File: config.mk
export PLATFORM = sky130hd
export DESIGN_NAME = fnc_classifier
export DESIGN_NICKNAME = d
export VERILOG_FILES = /design/src/rtl/fnc_pkg.sv /design/src/rtl/fnc_line_tracker.sv /design/src/rtl/fnc_diff_accum.sv /design/src/rtl/fnc_class_decide.sv /design/src/rtl/fnc_classifier.sv
export SDC_FILE = /design/constraint.sdc
export NUM_CORES = 1
export LEC_CHECK = 0
export BUFFER_PORTS_ARGS = -buffer_cell sky130_fd_sc_hd__buf_4
export CELL_PAD_IN_SITES_DETAIL_PLACEMENT = 0
export CELL_PAD_IN_SITES_GLOBAL_PLACEMENT = 1
export CORE_MARGIN = 8
export CORE_UTILIZATION = 42
export DETAILED_ROUTE_END_ITERATION = 8
export PLACE_DENSITY = 0.78
export SYNTH_ARGS = -nofsm -noshare
export SYNTH_HDL_FRONTEND = slang
export SYNTH_SLANG_ARGS = --single-unit
export TNS_END_PERCENT = 1
File: constraint.sdc
create_clock -name clk -period 4 [get_ports clk]
set_input_delay 0 -clock clk [delete_from_list [all_inputs] [get_ports clk]]
set_output_delay 0 -clock clk [all_outputs]
set_load 0.05 [all_outputs]
File: src/rtl/fnc_pkg.sv
package fnc_pkg;
  typedef enum logic [1:0] {
    NC_LOW  = 2'd0,
    NC_MID  = 2'd1,
    NC_HIGH = 2'd2
  } ncls_t;

  function automatic ncls_t fnc_classify(input logic [7:0] fig,
                                         input logic [7:0] hi,
                                         input logic [7:0] lo);
    if (fig > hi)      return NC_HIGH;
    else if (fig < lo) return NC_LOW;
    else               return NC_MID;
  endfunction
endpackage

File: src/rtl/fnc_line_tracker.sv
module fnc_line_tracker #(
  parameter int LINE_W    = 10,
  parameter int IDX_W     = 12,
  parameter int MEAS_LINE = 4,
  parameter int WIN_OFS   = 16,
  parameter int WIN_END   = 271
) (
  input  logic clk,
  input  logic rst_n,
  input  logic accept,
  input  logic line_start,
  input  logic field_start,
  output logic win_en,
  output logic win_first,
  output logic win_last
);
  localparam logic [LINE_W-1:0] MEAS_L = LINE_W'(MEAS_LINE);
  localparam logic [IDX_W-1:0]  OFS_I  = IDX_W'(WIN_OFS);
  localparam logic [IDX_W-1:0]  END_I  = IDX_W'(WIN_END);

  logic [LINE_W-1:0] line_cnt;
  logic [IDX_W-1:0]  samp_idx;
  logic              on_meas_line;

  always_ff @(posedge clk) begin
    if (!rst_n) begin
      line_cnt <= '0;
    end else if (field_start) begin
      line_cnt <= '0;
    end else if (line_start && line_cnt != '1) begin
      line_cnt <= line_cnt + 1'b1;
    end
  end

  always_ff @(posedge clk) begin
    if (!rst_n) begin
      samp_idx <= '0;
    end else if (line_start || field_start) begin
      samp_idx <= '0;
    end else if (accept && samp_idx != '1) begin
      samp_idx <= samp_idx + 1'b1;
    end
  end

  always_comb begin
    on_meas_line = (line_cnt == MEAS_L);
    win_en       = accept && on_meas_line && (samp_idx >= OFS_I) && (samp_idx <= END_I);
    win_first    = (samp_idx == OFS_I);
    win_last     = (samp_idx == END_I);
  end
endmodule

File: src/rtl/fnc_diff_accum.sv
module fnc_diff_accum #(
  parameter int DATA_W   = 8,
  parameter int WIN_LOG2 = 8
) (
  input  logic              clk,
  input  logic              rst_n,
  input  logic              accept,
  input  logic [DATA_W-1:0] luma,
  input  logic              win_en,
  input  logic              win_first,
  input  logic              win_last,
  output logic              meas_valid,
  output logic [DATA_W-1:0] meas_fig
);
  localparam int ACC_W = DATA_W + WIN_LOG2;

  logic [DATA_W-1:0] prev_luma;
  logic [DATA_W-1:0] step;
  logic [ACC_W-1:0]  acc;
  logic [ACC_W-1:0]  acc_next;

  always_comb begin
    step     = (luma >= prev_luma) ? (luma - prev_luma) : (prev_luma - luma);
    acc_next = win_first ? ACC_W'(step) : (acc + ACC_W'(step));
  end

  always_ff @(posedge clk) begin
    if (!rst_n) begin
      prev_luma  <= '0;
      acc        <= '0;
      meas_valid <= 1'b0;
      meas_fig   <= '0;
    end else begin
      meas_valid <= 1'b0;
      if (accept) prev_luma <= luma;
      if (win_en) begin
        acc <= acc_next;
        if (win_last) begin
          meas_valid <= 1'b1;
          meas_fig   <= acc_next[ACC_W-1:WIN_LOG2];
        end
      end
    end
  end
endmodule

File: src/rtl/fnc_class_decide.sv
module fnc_class_decide
  import fnc_pkg::*;
#(
  parameter int DATA_W = 8
) (
  input  logic              clk,
  input  logic              rst_n,
  input  logic              field_start,
  input  logic              vcr_mode,
  input  logic [DATA_W-1:0] thr_upper,
  input  logic [DATA_W-1:0] thr_lower,
  input  logic              meas_valid,
  input  logic [DATA_W-1:0] meas_fig,
  output ncls_t             cls
);
  logic              have_fig;
  logic [DATA_W-1:0] held_fig;
  logic              nxt_have;
  logic [DATA_W-1:0] nxt_fig;

  always_comb begin
    nxt_have = have_fig | meas_valid;
    nxt_fig  = meas_valid ? meas_fig : held_fig;
  end

  always_ff @(posedge clk) begin
    if (!rst_n) begin
      have_fig <= 1'b0;
      held_fig <= '0;
      cls      <= NC_MID;
    end else if (field_start) begin
      have_fig <= 1'b0;
      if (vcr_mode)      cls <= NC_MID;
      else if (nxt_have) cls <= fnc_classify(8'(nxt_fig), 8'(thr_upper), 8'(thr_lower));
    end else if (meas_valid) begin
      have_fig <= 1'b1;
      held_fig <= meas_fig;
    end
  end
endmodule

File: src/rtl/fnc_classifier.sv
module fnc_classifier
  import fnc_pkg::*;
#(
  parameter int DATA_W    = 8,
  parameter int WIN_LOG2  = 8,
  parameter int WIN_OFS   = 16,
  parameter int MEAS_LINE = 4,
  parameter int LINE_W    = 10,
  parameter int IDX_W     = 12
) (
  input  logic              clk,
  input  logic              rst_n,
  input  logic              s_valid,
  output logic              s_ready,
  input  logic [DATA_W-1:0] s_luma,
  input  logic              line_start,
  input  logic              field_start,
  input  logic              vcr_mode,
  input  logic [DATA_W-1:0] thr_upper,
  input  logic [DATA_W-1:0] thr_lower,
  output logic [1:0]        noise_class
);
  localparam int WIN_LEN = 1 << WIN_LOG2;
  localparam int WIN_END = WIN_OFS + WIN_LEN - 1;

  logic  accept;
  logic  win_en, win_first, win_last;
  logic  meas_valid;
  logic [DATA_W-1:0] meas_fig;
  ncls_t cls;

  assign s_ready     = 1'b1;
  assign accept      = s_valid;
  assign noise_class = cls;

  fnc_line_tracker #(
    .LINE_W(LINE_W), .IDX_W(IDX_W), .MEAS_LINE(MEAS_LINE),
    .WIN_OFS(WIN_OFS), .WIN_END(WIN_END)
  ) trk_i (
    .clk(clk), .rst_n(rst_n), .accept(accept), .line_start(line_start),
    .field_start(field_start), .win_en(win_en), .win_first(win_first),
    .win_last(win_last)
  );

  fnc_diff_accum #(.DATA_W(DATA_W), .WIN_LOG2(WIN_LOG2)) acc_i (
    .clk(clk), .rst_n(rst_n), .accept(accept), .luma(s_luma),
    .win_en(win_en), .win_first(win_first), .win_last(win_last),
    .meas_valid(meas_valid), .meas_fig(meas_fig)
  );

  fnc_class_decide #(.DATA_W(DATA_W)) dec_i (
    .clk(clk), .rst_n(rst_n), .field_start(field_start), .vcr_mode(vcr_mode),
    .thr_upper(thr_upper), .thr_lower(thr_lower), .meas_valid(meas_valid),
    .meas_fig(meas_fig), .cls(cls)
  );
endmodule

==> summary.md <==
| Metric | Value |
|---|---|
| DRC viols | `0` |
| Critical path peak fanout | `6` |
| Synth area leader | `dfxtp_1` |
| Synth unique cells | `62` |
| Number of DRC markers after the initial detailed-route iteration | `159` |
| CTS buffer count | `9` |
| Flops & latches, synth | `66` |
| Top-area cell type share of the netlist area | `0.283` |
| Die height | `121 µm` |
| Syn nets | `647` |
| Largest net degree at the start of global routing | `25` |
| DIE AREA | `14,700 µm²` |
| Worst skew pair latency | `360 ps` |
| Most common cell in the netlist | `nor2_1` |
| Hold Path Depth | `3` |
| First-pass GRT wire length | `18.1 mm` |
| I/O pin count | `33` |
| Via density | `5.40` |
| Reg2reg start | `acc_i.prev_luma[0]` |
| Post-synth top flop | `dfxtp_1` |
| Final wirelength | `10.5 mm` |
| Syn_area_per_cell | `8.17 µm²` |
| GRT overflow | `0` |
| Status | `finished clean` |
| Post-route ant nets | `0` |
| CP Launch Type | `register` |
| Die W | `121 µm` |
| Pre-Repair DR Iteration Count | `4` |
| Worst rel slew slack | `0.446` |
| Row count | `38` |
| Worst slew pin tran | `825 ps` |
| Worst slack at placement | `174 ps` |
| Crit end category | `register` |
| Reg2reg setup slack | `260 ps` |
| Max-slew violation count | `0` |
| Final Hold Vio Count | `0` |
| Final Util | `0.491` |
| Fmax | `268 MHz` |
| Synthesized area | `4660 µm²` |
| Routed length per instance | `14.0 µm` |
| Area contributors post-synth | `dfxtp_1 (28%), ha_1 (12%), nor2_1 (5.5%)` |
| R2R Path End | `acc_i.meas_fig[1]` |
| Core ar. | `10,800 µm²` |
| Hold_sp | `rst_n` |
| Vias | `4,037` |
| Synth warn | `0` |
| Post-synthesis cell count | `571` |
| Seq/Total Area, Yosys | `0.283` |
| Leak | `0.00219 µW` |
| Capture point of the worst path | `acc_i.meas_fig[1]` |
| Total track usage | `0.151` |
| Final #Nets | `679` |
| CTS sink cnt | `66` |
| Layout cells sized above 1 | `0.128` |
| Hpwl dp | `7.77 mm` |
| Worst Setup Slack, final | `263 ps` |
| Setup bufs post-CTS | `0` |
| Minimum clock period | `3740 ps` |
| RSZ-0062 raised after global routing | `no` |
| CTS clk-pin slew, worst paths | `80 ps` |
| Crit Path Class | `register to register` |
| Routability cong. | `0.816` |
| Power Density | `313 nW/µm²` |
| Max VDD drop | `0.204 mV` |
| Final-report setup violation count | `0` |
| Antenna violations before repair | `0` |
| Final Skew | `11.4 ps` |
| Post-synth ARST share | `0` |
| TritonCTS clock tree | `yes` |
| Root Buffer | `clkbuf_8` |
| Number of diodes | `0` |
| EDFF count, synth | `0` |
| Critical path required time | `4290 ps` |
| Starting density of the core | `0.430` |
| Synth-to-layout area growth | `14.2%` |
| Hold WC Path Type | `input pin to register` |
| Max Cap Viol | `0` |
| Setup crit start | `acc_i.prev_luma[0]` |
| Most frequent cells after synthesis | `nor2_1 (68), dfxtp_1 (66), inv_1 (52), ha_1 (43), a21oi_1 (33)` |
| Register-to-Register Path Depth | `16` |
| Final setup TNS | `0 ps` |
| CTS H-tree lvls | `3` |
| Hold WS | `48.8 ps` |
| Vias in the first global route | `3,898` |
| IO Port Bufs | `31` |
| Worst EP arrival | `4030 ps` |
| Final Cycle Share | `0.934` |
| Bufs on Longest Clock Path | `2` |
## state kept, by name (all words and copies together), names as in the netlist
register / flops
acc_i.acc: 16
trk_i.samp_idx: 12
trk_i.line_cnt: 10
acc_i.meas_fig: 8
acc_i.prev_luma: 8
dec_i.held_fig: 8
dec_i.cls: 2
acc_i.meas_valid: 1
dec_i.have_fig: 1
## stage by stage
stage,cell area (µm²),instances,total power (µW)
floorplan,4660,571,931
global placement,4990,722,1000
detailed placement,4990,722,1010
CTS,5320,748,1680
global route,5330,748,1760
finish,5330,748,1670
## how the worst min path moves through the flow
stage | end | slack [ps]
global placement | acc_i.prev_luma[7] | 250
finish | acc_i.acc[5] | 50
global route | acc_i.meas_fig[7] | 30
floorplan | acc_i.prev_luma[7] | 150
CTS | acc_i.acc[5] | 20
detailed placement | acc_i.prev_luma[5] | 270
## area by class of cell
type / count / area (µm²)
Fill cell: 1092 / 5510
Multi-Input combinational cell: 426 / 3020
Sequential cell: 66 / 1320
Timing Repair Buffer: 47 / 378
Inverter: 53 / 199
Tap cell: 140 / 175
Clock buffer: 12 / 155
Clock inverter: 4 / 73.8
## what timing repair did
action                                  4_1_cts  5_1_grt
resized for setup                             0        6
endpoints found under the hold margin        12        0
hold buffers                                 10        0
endpoints found under the setup margin        0       17
## report_power, final
group	total [µW]	internal [µW]	switching, µW
clock network	655	385	270
registers	678	669	9.38
logic	333	148	185
## cells by family after synthesis
| group | Yosys count | synth area share |
|---|---|---|
| adders and majority gates | 46 | 0.128 |
| buffers and inverters | 79 | 0.0708 |
| DFF | 66 | 0.283 |
| and+or+nand+nor | 203 | 0.226 |
| other | 1 | 0.000804 |
| AOI/OAI and AO/OA | 115 | 0.163 |
| muxes | 26 | 0.0604 |
| xor gates and xnor gates | 35 | 0.0673 |
## layer usage
metal	share of wire	wire length [µm]	up-vias	global-route usage
li1	-	-	2076	-
met1	0.47	4890	1893	0.172
met2	0.48	5050	53	0.258
met3	0.036	380	15	0.0433
met4	0.018	185	0	0.0617
met5	0	0	-	0
## placed cells by master, fill, tap and decap left out, drive strengths merged, types with 14 or more instances in the layout
master and n:
nor3 19, ha 43, nand2 28, inv 52, mux2i 15, xnor2 20
dfxtp 66, a21oi 34, nor2 68, buf 37, o21ai 23, nand4 19
xor2 15, nand3 14
## critical path, cell delays in order, from the launching register on
cell      delay (ps)
dfxtp_1          350
ha_1             160
inv_1             50
fa_1             430
nand3_1          120
a31oi_1          120
or3_4            430
mux2_4           320
xor2_2           150
ha_1             330
o21ai_0          110
nor4b_1          260
buf_4            190
o221ai_1         130
mux2i_1          160
mux2_2           270
nor2_1            80
Note: power is estimated with default switching activity, not from simulation.
